### config.mk
export PLATFORM = sky130hd
export DESIGN_NAME = pkt_ingress_adapter
export DESIGN_NICKNAME = d
export VERILOG_FILES = /design/src/rtl/pkt_ingress_adapter.sv
export SDC_FILE = /design/constraint.sdc
export NUM_CORES = 1
export LEC_CHECK = 0
export BUFFER_PORTS_ARGS = -buffer_cell sky130_fd_sc_hd__buf_2
export CAP_MARGIN = 15
export CORE_ASPECT_RATIO = 1.75
export CORE_UTILIZATION = 40
export CTS_CLUSTER_DIAMETER = 200
export DETAILED_ROUTE_END_ITERATION = 10
export GPL_TIMING_DRIVEN = 1
export PLACE_DENSITY = 0.72
export SYNTH_ARGS = -nofsm -noshare
export SYNTH_HDL_FRONTEND = slang
export SYNTH_SLANG_ARGS = --single-unit
### constraint.sdc
create_clock -name clk -period 2.7 [get_ports clk]
set_clock_uncertainty 0.15 [all_clocks]
set_input_delay 0.405 -clock clk [delete_from_list [all_inputs] [get_ports clk]]
set_output_delay 0.405 -clock clk [all_outputs]
set_load 0.05 [all_outputs]
### src/rtl/pkt_ingress_adapter.sv
module pkt_ingress_adapter #(
  parameter int DATA_W = 128,
  parameter logic [7:0] ERR_CHAR = 8'hFE,
  localparam int BYTES = DATA_W / 8,
  localparam int MTY_W = $clog2(BYTES)
) (
  input  logic              clk,
  input  logic              rst,
  input  logic              in_en,
  input  logic              in_sop,
  input  logic              in_eop,
  input  logic [MTY_W-1:0]  in_mty,
  input  logic              in_err,
  input  logic [DATA_W-1:0] in_data,
  output logic              out_vld,
  output logic              out_sop,
  output logic              out_eop,
  output logic              out_bad,
  output logic [DATA_W-1:0] out_data,
  output logic [BYTES-1:0]  out_keep,
  output logic              out_viol
);

  localparam logic [BYTES-1:0] ALL_LANES = '1;

  logic              pkt_open;
  logic              bad_end;
  logic [BYTES-1:0]  tail_keep;
  logic [BYTES-1:0]  keep_nxt;
  logic [DATA_W-1:0] data_nxt;
  logic              open_nxt;
  logic              viol_now;

  assign bad_end   = in_eop & in_err;
  assign tail_keep = ALL_LANES << in_mty;
  assign keep_nxt  = (in_eop && !in_err) ? tail_keep : ALL_LANES;
  assign data_nxt  = bad_end ? {BYTES{ERR_CHAR}} : in_data;
  assign open_nxt  = in_sop ? ~in_eop : (in_eop ? 1'b0 : pkt_open);

  assign viol_now = in_en & ((in_sop & pkt_open) |
                             (~in_sop & ~pkt_open) |
                             (in_err & ~in_eop) |
                             (~in_eop & (|in_mty)));

  always_ff @(posedge clk) begin
    if (rst) begin
      pkt_open <= 1'b0;
      out_vld  <= 1'b0;
      out_sop  <= 1'b0;
      out_eop  <= 1'b0;
      out_bad  <= 1'b0;
      out_data <= '0;
      out_keep <= '0;
      out_viol <= 1'b0;
    end else begin
      out_vld  <= in_en;
      out_viol <= out_viol | viol_now;
      if (in_en) begin
        pkt_open <= open_nxt;
        out_sop  <= in_sop;
        out_eop  <= in_eop;
        out_bad  <= bad_end;
        out_data <= data_nxt;
        out_keep <= keep_nxt;
      end else begin
        out_sop  <= 1'b0;
        out_eop  <= 1'b0;
        out_bad  <= 1'b0;
        out_keep <= '0;
      end
    end
  end

endmodule

After elaboration in Yosys (flattened, before gate mapping):

Cells that the tools add are included.

* register bits: 150
* logic and storage cells: 33
* output and inout port bits: 149
* input port bits: 138

* multiplexer cells: 4
* bitwise gates (word level): 14
* shifts and indexed selects: 1
* reduce and logical (&&, ||, !) cells: 6

Operators by type and width (count)
* 128-bit 2-to-1 mux: 1
* 16-bit 2-to-1 mux: 1
* 16-bit by 4-bit << shifter with 16-bit output (first input constant): 1
* 1-bit AND: 6
* 1-bit NOT: 4
* 1-bit OR: 4
* 4-bit OR reduction: 1
* 1-bit 2-to-1 mux: 2
* 2-bit AND reduction: 1
* 2-bit nonzero test: 1
* 2-bit OR reduction: 1
* 1-bit logical AND: 1
* 1-bit logical NOT: 1

Longest topological paths before layout:

Gate-level depths: netlist (run 1).

* depth after elaboration: 7
* gate-level depth with buffers: 6
* mapped depth without buffers: 4

Worst setup path after synthesis (run 1):

OpenSTA, ideal clock, no wires.

* path kind: input to register
* start point: input port in_mty[1]
* end point: register out_viol
* path buffers: 1
* cell stages on the path: 4
* required time: 2.421 ns
* data arrival time: 1.227 ns
* path slack: 1.195 ns
* library setup time: 0.129 ns
* cells stage by stage: buf_2 -> or4_1 -> nor2_1 -> o31ai_1

* longest elaborated chain between the ends: 5

RTL lines
* start, declared: RTL line 12 `input logic [MTY_W-1:0] in_mty,`
* 4-bit OR reduction: RTL line 43 `(~in_eop & (|in_mty)));`
* 1-bit AND: RTL line 43
* 1-bit OR: RTL line 42 `(in_err & ~in_eop) |`
* 1-bit AND: RTL line 40 `assign viol_now = in_en & ((in_sop & pkt_open) |`
* 1-bit OR: RTL line 57 `out_viol <= out_viol | viol_now;`
* end signal, assigned: RTL line 57
* end, declared: RTL line 21 `output logic out_viol`

Every way passes these cells.
A chain may end at the register's enable or synchronous reset.

Final worst setup path (run 1):

* start point: register out_data[105]
* end point: output port out_data[105]

RTL lines
* start, declared: RTL line 19 `output logic [DATA_W-1:0] out_data,`
* start signal, assigned: RTL line 63 `out_data <= data_nxt;`

No word-level cell between the ends.

==> results of run 1 <==
==> worst paths after layout <==
path | from | end | slack (ns) | depth (start not counted)
setup / recovery | out_data[105] | out_data[105] | 1.11 | 1
hold / removal | in_data[24] | out_data[24] | 0.07 | 3
setup reg to reg | pkt_open | out_viol | 1.76 | 3
hold reg to reg | out_data[36] | out_data[36] | 0.32 | 2
==> placed cells by master (no fill, tap or decap), types with 2 or more instances in the layout <==
master | netlist | layout
and2_1 | 2 | 2
inv_1 | 4 | 4
clkbuf_8 | 0 | 2
nand2b_1 | 2 | 2
or2_2 | 2 | 2
nor2_1 | 242 | 242
clkinv_4 | 0 | 2
inv_6 | 0 | 5
buf_2 | 12 | 284
a31oi_1 | 3 | 3
inv_8 | 0 | 2
nor2b_1 | 19 | 19
clkinvlp_4 | 0 | 3
dfxtp_1 | 150 | 150
buf_4 | 9 | 7
nor3_1 | 112 | 112
a21oi_1 | 27 | 27
clkbuf_16 | 0 | 17
==> registers in the layout, summed over array words and instances (netlist names) <==
signal,flops
out_bad,1
out_data,128
out_eop,1
out_keep,16
out_sop,1
out_viol,1
out_vld,1
pkt_open,1
==> area by class of cell <==
cell class | instances | area, um2
inverter | 4 | 15.0
multi-input combinational | 420 | 1880
timing repair buffer | 292 | 1490
clock buffer | 19 | 453
tap | 168 | 210
fill | 1236 | 5270
sequential | 150 | 3000
clock inverter | 13 | 111
==> layer usage <==
| layer | wire (um) | GRT usage (%) | share of wire [%] | up-vias |
|---|---|---|---|---|
| met5 | 0 | 0 | 0 | - |
| met1 | 5600 | 22.0 | 40 | 2236 |
| met3 | 844 | 5.15 | 6.0 | 29 |
| met4 | 399 | 9.26 | 2.8 | 0 |
| met2 | 7300 | 35.4 | 52 | 201 |
| li1 | - | - | - | 2532 |
==> synth_stat cells, types with 2 or more instances <==
| cell | instances |
|---|---|
| a21oi_1 | 27 |
| a31oi_1 | 3 |
| and2_1 | 2 |
| buf_1 | 9 |
| buf_2 | 12 |
| buf_4 | 9 |
| clkbuf_1 | 14 |
| dfxtp_1 | 150 |
| inv_1 | 4 |
| nand2b_1 | 2 |
| nor2_1 | 242 |
| nor2b_1 | 19 |
| nor3_1 | 112 |
| or2_2 | 2 |
==> stage by stage <==
stage	utilization (%)	power, W	worst slack, ns
after floorplan	-	0.00331	1.19
after global placement	53.1	0.00362	0.860
after detailed placement	53.1	0.00363	0.824
after CTS	57.6	0.00586	1.08
after global routing	57.6	0.00604	1.05
final	57.6	0.00580	1.11
==> power breakdown <==
| group | internal, W | switching, W |
|---|---|---|
| logic | 0.000291 | 0.000845 |
| registers | 0.00237 | 0.0000701 |
| clock network | 0.00125 | 0.000969 |
| total | 0.00392 | 0.00188 |
==> cells by family after synthesis <==
kind of cell / count (synthesis) / synth area share, %
and+or+nand+nor: 383 / 32.4
DFF: 150 / 58.8
buffers and inverters: 49 / 4.58
AOI/OAI and AO/OA: 36 / 4.04
xor gates and xnor gates: 1 / 0.172
==> flow_metrics.py, run 1 <==
metrics = {
    "run_status": {
        "status": "completed",
    },
    "hold_path": {
        "holdCritPathClass": "in -> reg",
    },
    "power": {
        "power.leakage_nw": 3.60,
        "irDropWorstVdd_v": 0.000507,
        "powerDensity_nw_per_um2": 810,
    },
    "clock_network": {
        "cts_sinks": 150,
        "post_cts_buffers": 0,
        "cts.path.max_buffers": 2,
        "clk_pin_slew_worst_paths_ns": 0.07,
        "cts_resized": 0,
        "root_buffer": "clkbuf_16",
        "cts_tree": "yes",
        "cts_hold_buffers": 0,
        "insertion_delay_ns": 0.40,
        "htree_num_levels": 4,
        "cts_buffers": 17,
    },
    "timing": {
        "tightest_slew_ns": 0.766,
        "setup_viol": 0,
        "clock.fmax_ghz": 0.628,
        "min_period_ns": 1.59,
        "final_max_slew_viol_count": 0,
        "rsz0062_at_grt": "no",
        "fin_crit_sh_pct": 59.0,
        "final-hold-violation-count": 0,
        "tns_ns": 0,
        "hold_slack_ns": 0.0738,
        "slew_headroom_pct": 48.6,
    },
    "critical_path": {
        "cp_max_fo": 2,
        "path_class": "reg -> out",
        "max_stage_delay_ns": 0.35,
        "cp.arrival_ns": 1.04,
        "critical_path_required_ns": 2.14,
        "cp_slowest_cell": "dfxtp_1",
        "crit_chain": "buf_2",
        "cp.buffers_inverters": 1,
        "cp_top_family": "flip-flops",
        "end_kind": "primary output",
        "start_kind": "flop",
    },
    "synth": {
        "ys_types": 26,
        "yosys_warnings": 0,
        "syn_nets": 757,
        "synth_area_leaders": "dfxtp_1 (59%), nor2_1 (18%), nor3_1 (11%)",
        "synth_top_area_share_pct": 58.8,
        "syn_avg_cell_area_um2": 8.25,
        "seq_area_frac_synth_pct": 58.8,
        "synthFlopType": "dfxtp_1",
        "synth_edf_count": 0,
        "syn_inst": 619,
        "synth_top_area_cell": "dfxtp_1",
        "yosys_register_bits": 150,
        "synth.cell_area_um2": 5110,
        "async_flop_share_pct": 0,
    },
    "floorplanning": {
        "ios": 287,
        "die_y_um": 151,
        "start_util_pct": 41.1,
        "coreArea_um2": 12400,
        "core.rowCount": 54,
        "die-area_um2": 13200,
        "die_w_um": 87.4,
    },
    "placed_design": {
        "io_buffers": 286,
        "dp_cells": 1034,
        "dpl.hpwl_um": 9890,
        "dpl_cell_area_um2": 6600,
        "place.gp.congestion": 0.839,
    },
    "global_routing": {
        "antenna_found_initial": 0,
        "grt_start_max_net_pins": 67,
        "grt_pass1_wl_um": 20700,
        "grtUsageTotal_pct": 20.0,
        "overflow": 0,
        "grt_pass1_vias": 4465,
    },
    "route": {
        "drt-initial-drc-count": 154,
        "drt_pass1_iterations": 5,
        "wl_per_cell_um": 13.3,
        "ant_nets": 0,
        "vias": 4998,
        "wirelength_um": 14100,
        "drc_errors": 0,
        "via_per_inst": 4.69,
    },
    "final_layout": {
        "num_antenna_cells": 0,
        "finalInstanceArea_um2": 7160,
        "area_growth_pct": 40.2,
        "instances_no_fill": 1066,
        "layout.nets": 1023,
        "layout-drive-gt1-share_pct": 36.5,
    },
    "run": {
        "cap_violations": 0,
    },
}
Note: power is estimated with default switching activity, not from simulation.
==> inputs of run 2 (changes only) <==
- PLACE_DENSITY: 0.72 -> 0.74
- clock period: 2.7 -> 1.4 ns (I/O delays scaled with it)
==> flow_metrics.py, run 2 (synthesized netlist as in run 1, its figures left out) <==
metrics = {
    "clock_network": {
        "cts_tree": "yes",
        "insertion_delay_ns": 0.41,
        "htree_num_levels": 4,
        "cts_buffers": 17,
        "clk_pin_slew_worst_paths_ns": 0.07,
        "cts_hold_buffers": 137,
        "cts.path.max_buffers": 2,
        "post_cts_buffers": 0,
        "root_buffer": "clkbuf_16",
        "cts_sinks": 150,
    },
    "critical_path": {
        "path_class": "reg -> out",
        "cp_max_fo": 2,
        "cp_slowest_cell": "dfxtp_1",
        "cp_top_family": "flip-flops",
        "start_kind": "flop",
        "cp.buffers_inverters": 1,
        "crit_chain": "clkbuf_4",
        "end_kind": "primary output",
        "cp.arrival_ns": 1.03,
        "critical_path_required_ns": 1.04,
        "max_stage_delay_ns": 0.38,
    },
    "timing": {
        "setup_slack_ns": 0.00621,
        "clock.fmax_ghz": 0.717,
        "hold_slack_ns": -0.00649,
        "final_max_slew_viol_count": 0,
        "slew_headroom_pct": 50.0,
        "tightest_slew_ns": 0.746,
        "setup_viol": 0,
        "min_period_ns": 1.39,
        "final-hold-violation-count": 1,
        "fin_crit_sh_pct": 99.6,
    },
    "final_layout": {
        "layout.nets": 1168,
        "mostFrequentLayoutCells": "nor2_1 (241), buf_2 (202), dfxtp_1 (150)",
        "largest-register": "out_data",
        "layout-drive-gt1-share_pct": 32.1,
        "fillCellCount": 856,
        "area_growth_pct": 74.0,
        "reg_top3": "out_data (128), out_keep (16)",
        "largest_reg_flops": 128,
        "finalInstanceArea_um2": 8890,
        "instances_no_fill": 1211,
        "mostFrequentLayoutCell": "nor2_1",
        "num_antenna_cells": 0,
    },
    "route": {
        "wirelength_um": 18600,
        "drt-initial-drc-count": 162,
        "drc_errors": 0,
        "via_per_inst": 4.94,
        "ant_nets": 0,
        "wl_per_cell_um": 15.4,
        "vias": 5981,
        "drt_pass1_iterations": 4,
    },
    "hold_path": {
        "holdCritPathClass": "in -> reg",
    },
    "global_routing": {
        "grt_pass1_vias": 5825,
        "antenna_found_initial": 0,
        "grt_start_max_net_pins": 68,
        "grt_pass1_wl_um": 26500,
        "grtUsageTotal_pct": 25.6,
        "overflow": 0,
    },
    "placed_design": {
        "dp_cells": 1042,
        "dp_slack_ns": -0.0712,
        "dpl.hpwl_um": 9780,
        "place.gp.congestion": 0.800,
        "io_buffers": 286,
        "dpl_cell_area_um2": 6720,
    },
    "run_status": {
        "status": "finished, violations left",
        "violations": "negative hold slack",
    },
    "floorplanning": {
        "coreArea_um2": 12400,
        "core.rowCount": 54,
        "start_util_pct": 41.1,
        "ios": 287,
        "die-area_um2": 13200,
        "die_w_um": 87.4,
        "die_y_um": 151,
    },
    "power": {
        "irDropWorstVdd_v": 0.000794,
        "total_power_w": 0.0119,
        "power.leakage_nw": 4.23,
        "powerDensity_nw_per_um2": 1340,
    },
    "run": {
        "cap_violations": 0,
    },
}
-- run 2: cell types whose count changed in the layout (fill, tap and decap cells not counted), moves of 3 or more --
cell / change
buf_12: +5
buf_2: -82
buf_4: +12
clkbuf_1: +3
clkbuf_4: +73
dlygate4sd3_1: +137
inv_6: -3
-- run 2: final cells by class --
class                           count  area [um2]  share of cell area (%)
Timing Repair Buffer              437        3190                    35.9
Sequential cell                   150        3000                    33.8
Multi-Input combinational cell    420        1880                    21.2
Clock buffer                       20         437                    4.91
Tap cell                          168         210                    2.37
Clock inverter                     12         146                    1.65
Inverter                            4        15.0                   0.169
-- run 2: worst paths after layout --
kind | slack [ns] | cells after the start | from | end
setup / recovery | 0.006 | 1 | out_data[87] | out_data[87]
hold / removal | -0.006 | 3 | in_mty[2] | out_keep[0]
setup reg to reg | 0.42 | 3 | out_data[0] | out_data[0]
hold reg to reg | 0.32 | 2 | out_data[25] | out_data[25]
-- run 2: metrics by stage --
stage / setup TNS [ns] / utilization [%]
detailed placement: -0.815 / 54.1
finish: 0 / 71.5
global placement: -0.790 / 54.1
CTS: 0 / 69.9
global route: -0.0607 / 71.5
floorplan: 0 / -
-- run 2: repair_timing --
item / CTS / global route
setup endpoints to repair: 4 / 79
gates resized for setup: 4 / 85
hold endpoints to repair: 141 / 1
-- run 2: metal layers --
layer  share of wire, %  up-vias  GRT usage (%)
met3                5.7       77           4.98
li1                   -     2813              -
met4                5.2        0           16.6
met2                 54      302           47.1
met1                 35     2789           25.8
met5                  0        -              0
-- run 2: where the power goes --
group / internal (W) / switching (W) / leakage [nW]
Sequential: 0.00457 / 0.000158 / 1.25
Combinational: 0.000928 / 0.00177 / 2.71
Clock: 0.00266 / 0.00183 / 0.273
Total: 0.00816 / 0.00375 / 4.23
==> inputs of run 3 (changes only) <==
- CELL_PAD_IN_SITES_DETAIL_PLACEMENT: unset -> 1
- CELL_PAD_IN_SITES_GLOBAL_PLACEMENT: unset -> 2
- CORE_UTILIZATION: 40 -> 21
==> flow_metrics.py, run 3 (synthesized netlist as in run 1, its figures left out) <==
metrics = {
    "clock_network": {
        "cts_buffers": 17,
        "root_buffer": "clkbuf_16",
        "cts.path.max_buffers": 2,
        "cts_sinks": 150,
        "clk_pin_slew_worst_paths_ns": 0.06,
        "cts_hold_buffers": 138,
        "cts_tree": "yes",
        "insertion_delay_ns": 0.42,
        "post_cts_buffers": 0,
        "htree_num_levels": 4,
    },
    "power": {
        "p_switching_w": 0.00380,
        "share_comb_of_total_power_pct": 23.0,
        "power.leakage_nw": 4.39,
        "pwr-share-seq_pct": 38.2,
        "powerDensity_nw_per_um2": 1310,
        "power_frac_clock_pct": 38.8,
        "swShare_pct": 30.7,
        "irDropWorstVdd_v": 0.000882,
        "p_int_w": 0.00858,
    },
    "placed_design": {
        "dpl.hpwl_um": 13800,
        "dp_cells": 1192,
        "place.gp.congestion": 0.745,
        "io_buffers": 286,
    },
    "floorplanning": {
        "ios": 287,
        "coreArea_um2": 23900,
        "die-area_um2": 25000,
        "die_y_um": 208,
        "core.rowCount": 75,
        "start_util_pct": 21.3,
        "die_w_um": 120,
    },
    "global_routing": {
        "grt_pass1_wl_um": 32500,
        "antenna_found_initial": 0,
        "grt_pass1_vias": 6182,
        "grtUsageTotal_pct": 17.0,
        "grt_start_max_net_pins": 62,
        "overflow": 0,
    },
    "timing": {
        "final-hold-violation-count": 1,
        "setup_slack_ns": -0.000266,
        "tightest_slew_ns": 0.351,
        "final_max_slew_viol_count": 0,
        "hold_slack_ns": -0.0134,
        "min_period_ns": 1.40,
        "clock.fmax_ghz": 0.714,
        "fin_crit_sh_pct": 100,
        "slew_headroom_pct": 76.6,
        "rsz0062_at_grt": "yes",
        "setup_viol": 1,
    },
    "route": {
        "vias": 5760,
        "via_per_inst": 4.23,
        "routed-wl-met3_um": 986,
        "wl_per_cell_um": 15.4,
        "wirelength_um": 21000,
        "drt_pass1_iterations": 4,
        "top_layer": "met4",
        "met2WireLength_um": 11700,
        "drc_errors": 0,
        "wl_met1_um": 7520,
        "drt-initial-drc-count": 220,
        "ant_nets": 0,
    },
    "final_layout": {
        "reg_top3": "out_data (128), out_keep (16)",
        "largest-register": "out_data",
        "instances_no_fill": 1363,
        "fillCellCount": 2827,
        "seqCellArea_um2": 3000,
        "layout-drive-gt1-share_pct": 33.1,
        "layout.nets": 1180,
        "area_growth_pct": 84.4,
        "mostFrequentLayoutCell": "nor2_1",
        "largest_reg_flops": 128,
        "multiInputGateArea_um2": 1900,
        "num_antenna_cells": 0,
        "mostFrequentLayoutCells": "nor2_1 (241), dfxtp_1 (150), buf_2 (144)",
    },
    "critical_path": {
        "path_class": "in -> reg",
        "rr_worst_depth": 3,
        "cp_max_fo": 2,
        "cp.arrival_ns": 1.56,
        "cp_top_family": "buffers and inverters",
        "cp.buffers_inverters": 2,
        "crit_chain": "dlygate4sd3_1, buf_2, or4_4, nor2_4, o31ai_1",
        "critical_path_required_ns": 1.55,
        "cp_slowest_cell": "dlygate4sd3_1",
        "start_kind": "primary input",
        "max_stage_delay_ns": 0.54,
        "end_kind": "flop",
        "cp.depth": 5,
    },
    "run_status": {
        "status": "finished, violations left",
        "violations": "negative hold slack, negative setup slack",
    },
    "hold_path": {
        "holdCritPathClass": "in -> reg",
        "whs_path_depth": 3,
    },
    "run": {
        "cap_violations": 0,
    },
}
-- run 3: cell types whose count changed in the layout (fill, tap and decap cells not counted), moves of 3 or more --
cell,before,now
buf_4,19,140
clkbuf_4,73,13
buf_2,202,144
clkinv_4,4,1
clkbuf_8,0,3
buf_6,0,5
-- run 3: power by group through the flow --
stage / Combinational [W] / Clock [W] / Sequential (W)
floorplan: 0.000538 / 0 / 0.00585
global placement: 0.00233 / 0 / 0.00479
detailed placement: 0.00235 / 0 / 0.00480
CTS: 0.00282 / 0.00499 / 0.00473
global route: 0.00301 / 0.00517 / 0.00476
finish: 0.00284 / 0.00480 / 0.00473
-- run 3: final cells by class --
class	instances	share of cell area [%]
multi-input combinational	420	20.2
timing repair buffer	449	37.1
clock inverter	11	1.57
inverter	4	0.159
sequential	150	31.9
tap	308	4.09
clock buffer	21	4.99
-- run 3: final timing paths --
kind                                   start      endpoint  slack [ns]
worst min register to register  out_data[91]  out_data[91]        0.33
worst min-delay path               in_mty[0]   out_keep[0]       -0.01
worst max-delay path               in_mty[2]      out_viol     -0.0003
worst max register to register      pkt_open      out_viol        0.43
-- run 3: layer usage --
layer  up-vias  global-route usage (%)
met1      2687                    16.1
met2       189                    32.4
li1       2841                       -
met5         -                       0
met4         0                    9.31
met3        43                    4.28
-- run 3: what timing repair did --
action	4_1_cts	5_1_grt
pin swaps	0	1
gates cloned	0	1
endpoints found under the hold margin	141	1
gates resized for setup	127	24
setup endpoints to repair	127	37
-- run 3: stage by stage --
stage               setup WS (ns)  utilization [%]  power (W)   TNS [ns]  area (um2)
floorplan                  0.0896                -    0.00639          0        5110
global placement           0.0412             29.2    0.00713          0        7000
detailed placement         0.0477             29.2    0.00715          0        7000
CTS                      0.000240             38.9     0.0125          0        9310
global route              -0.0180             39.4     0.0129    -0.0180        9420
finish                  -0.000266             39.4     0.0124  -0.000266        9420
-- run 3: worst min-delay path, stage by stage --
cell,delay [ns]
buf_2,0.10
or4_4,0.14
a21oi_1,0.06
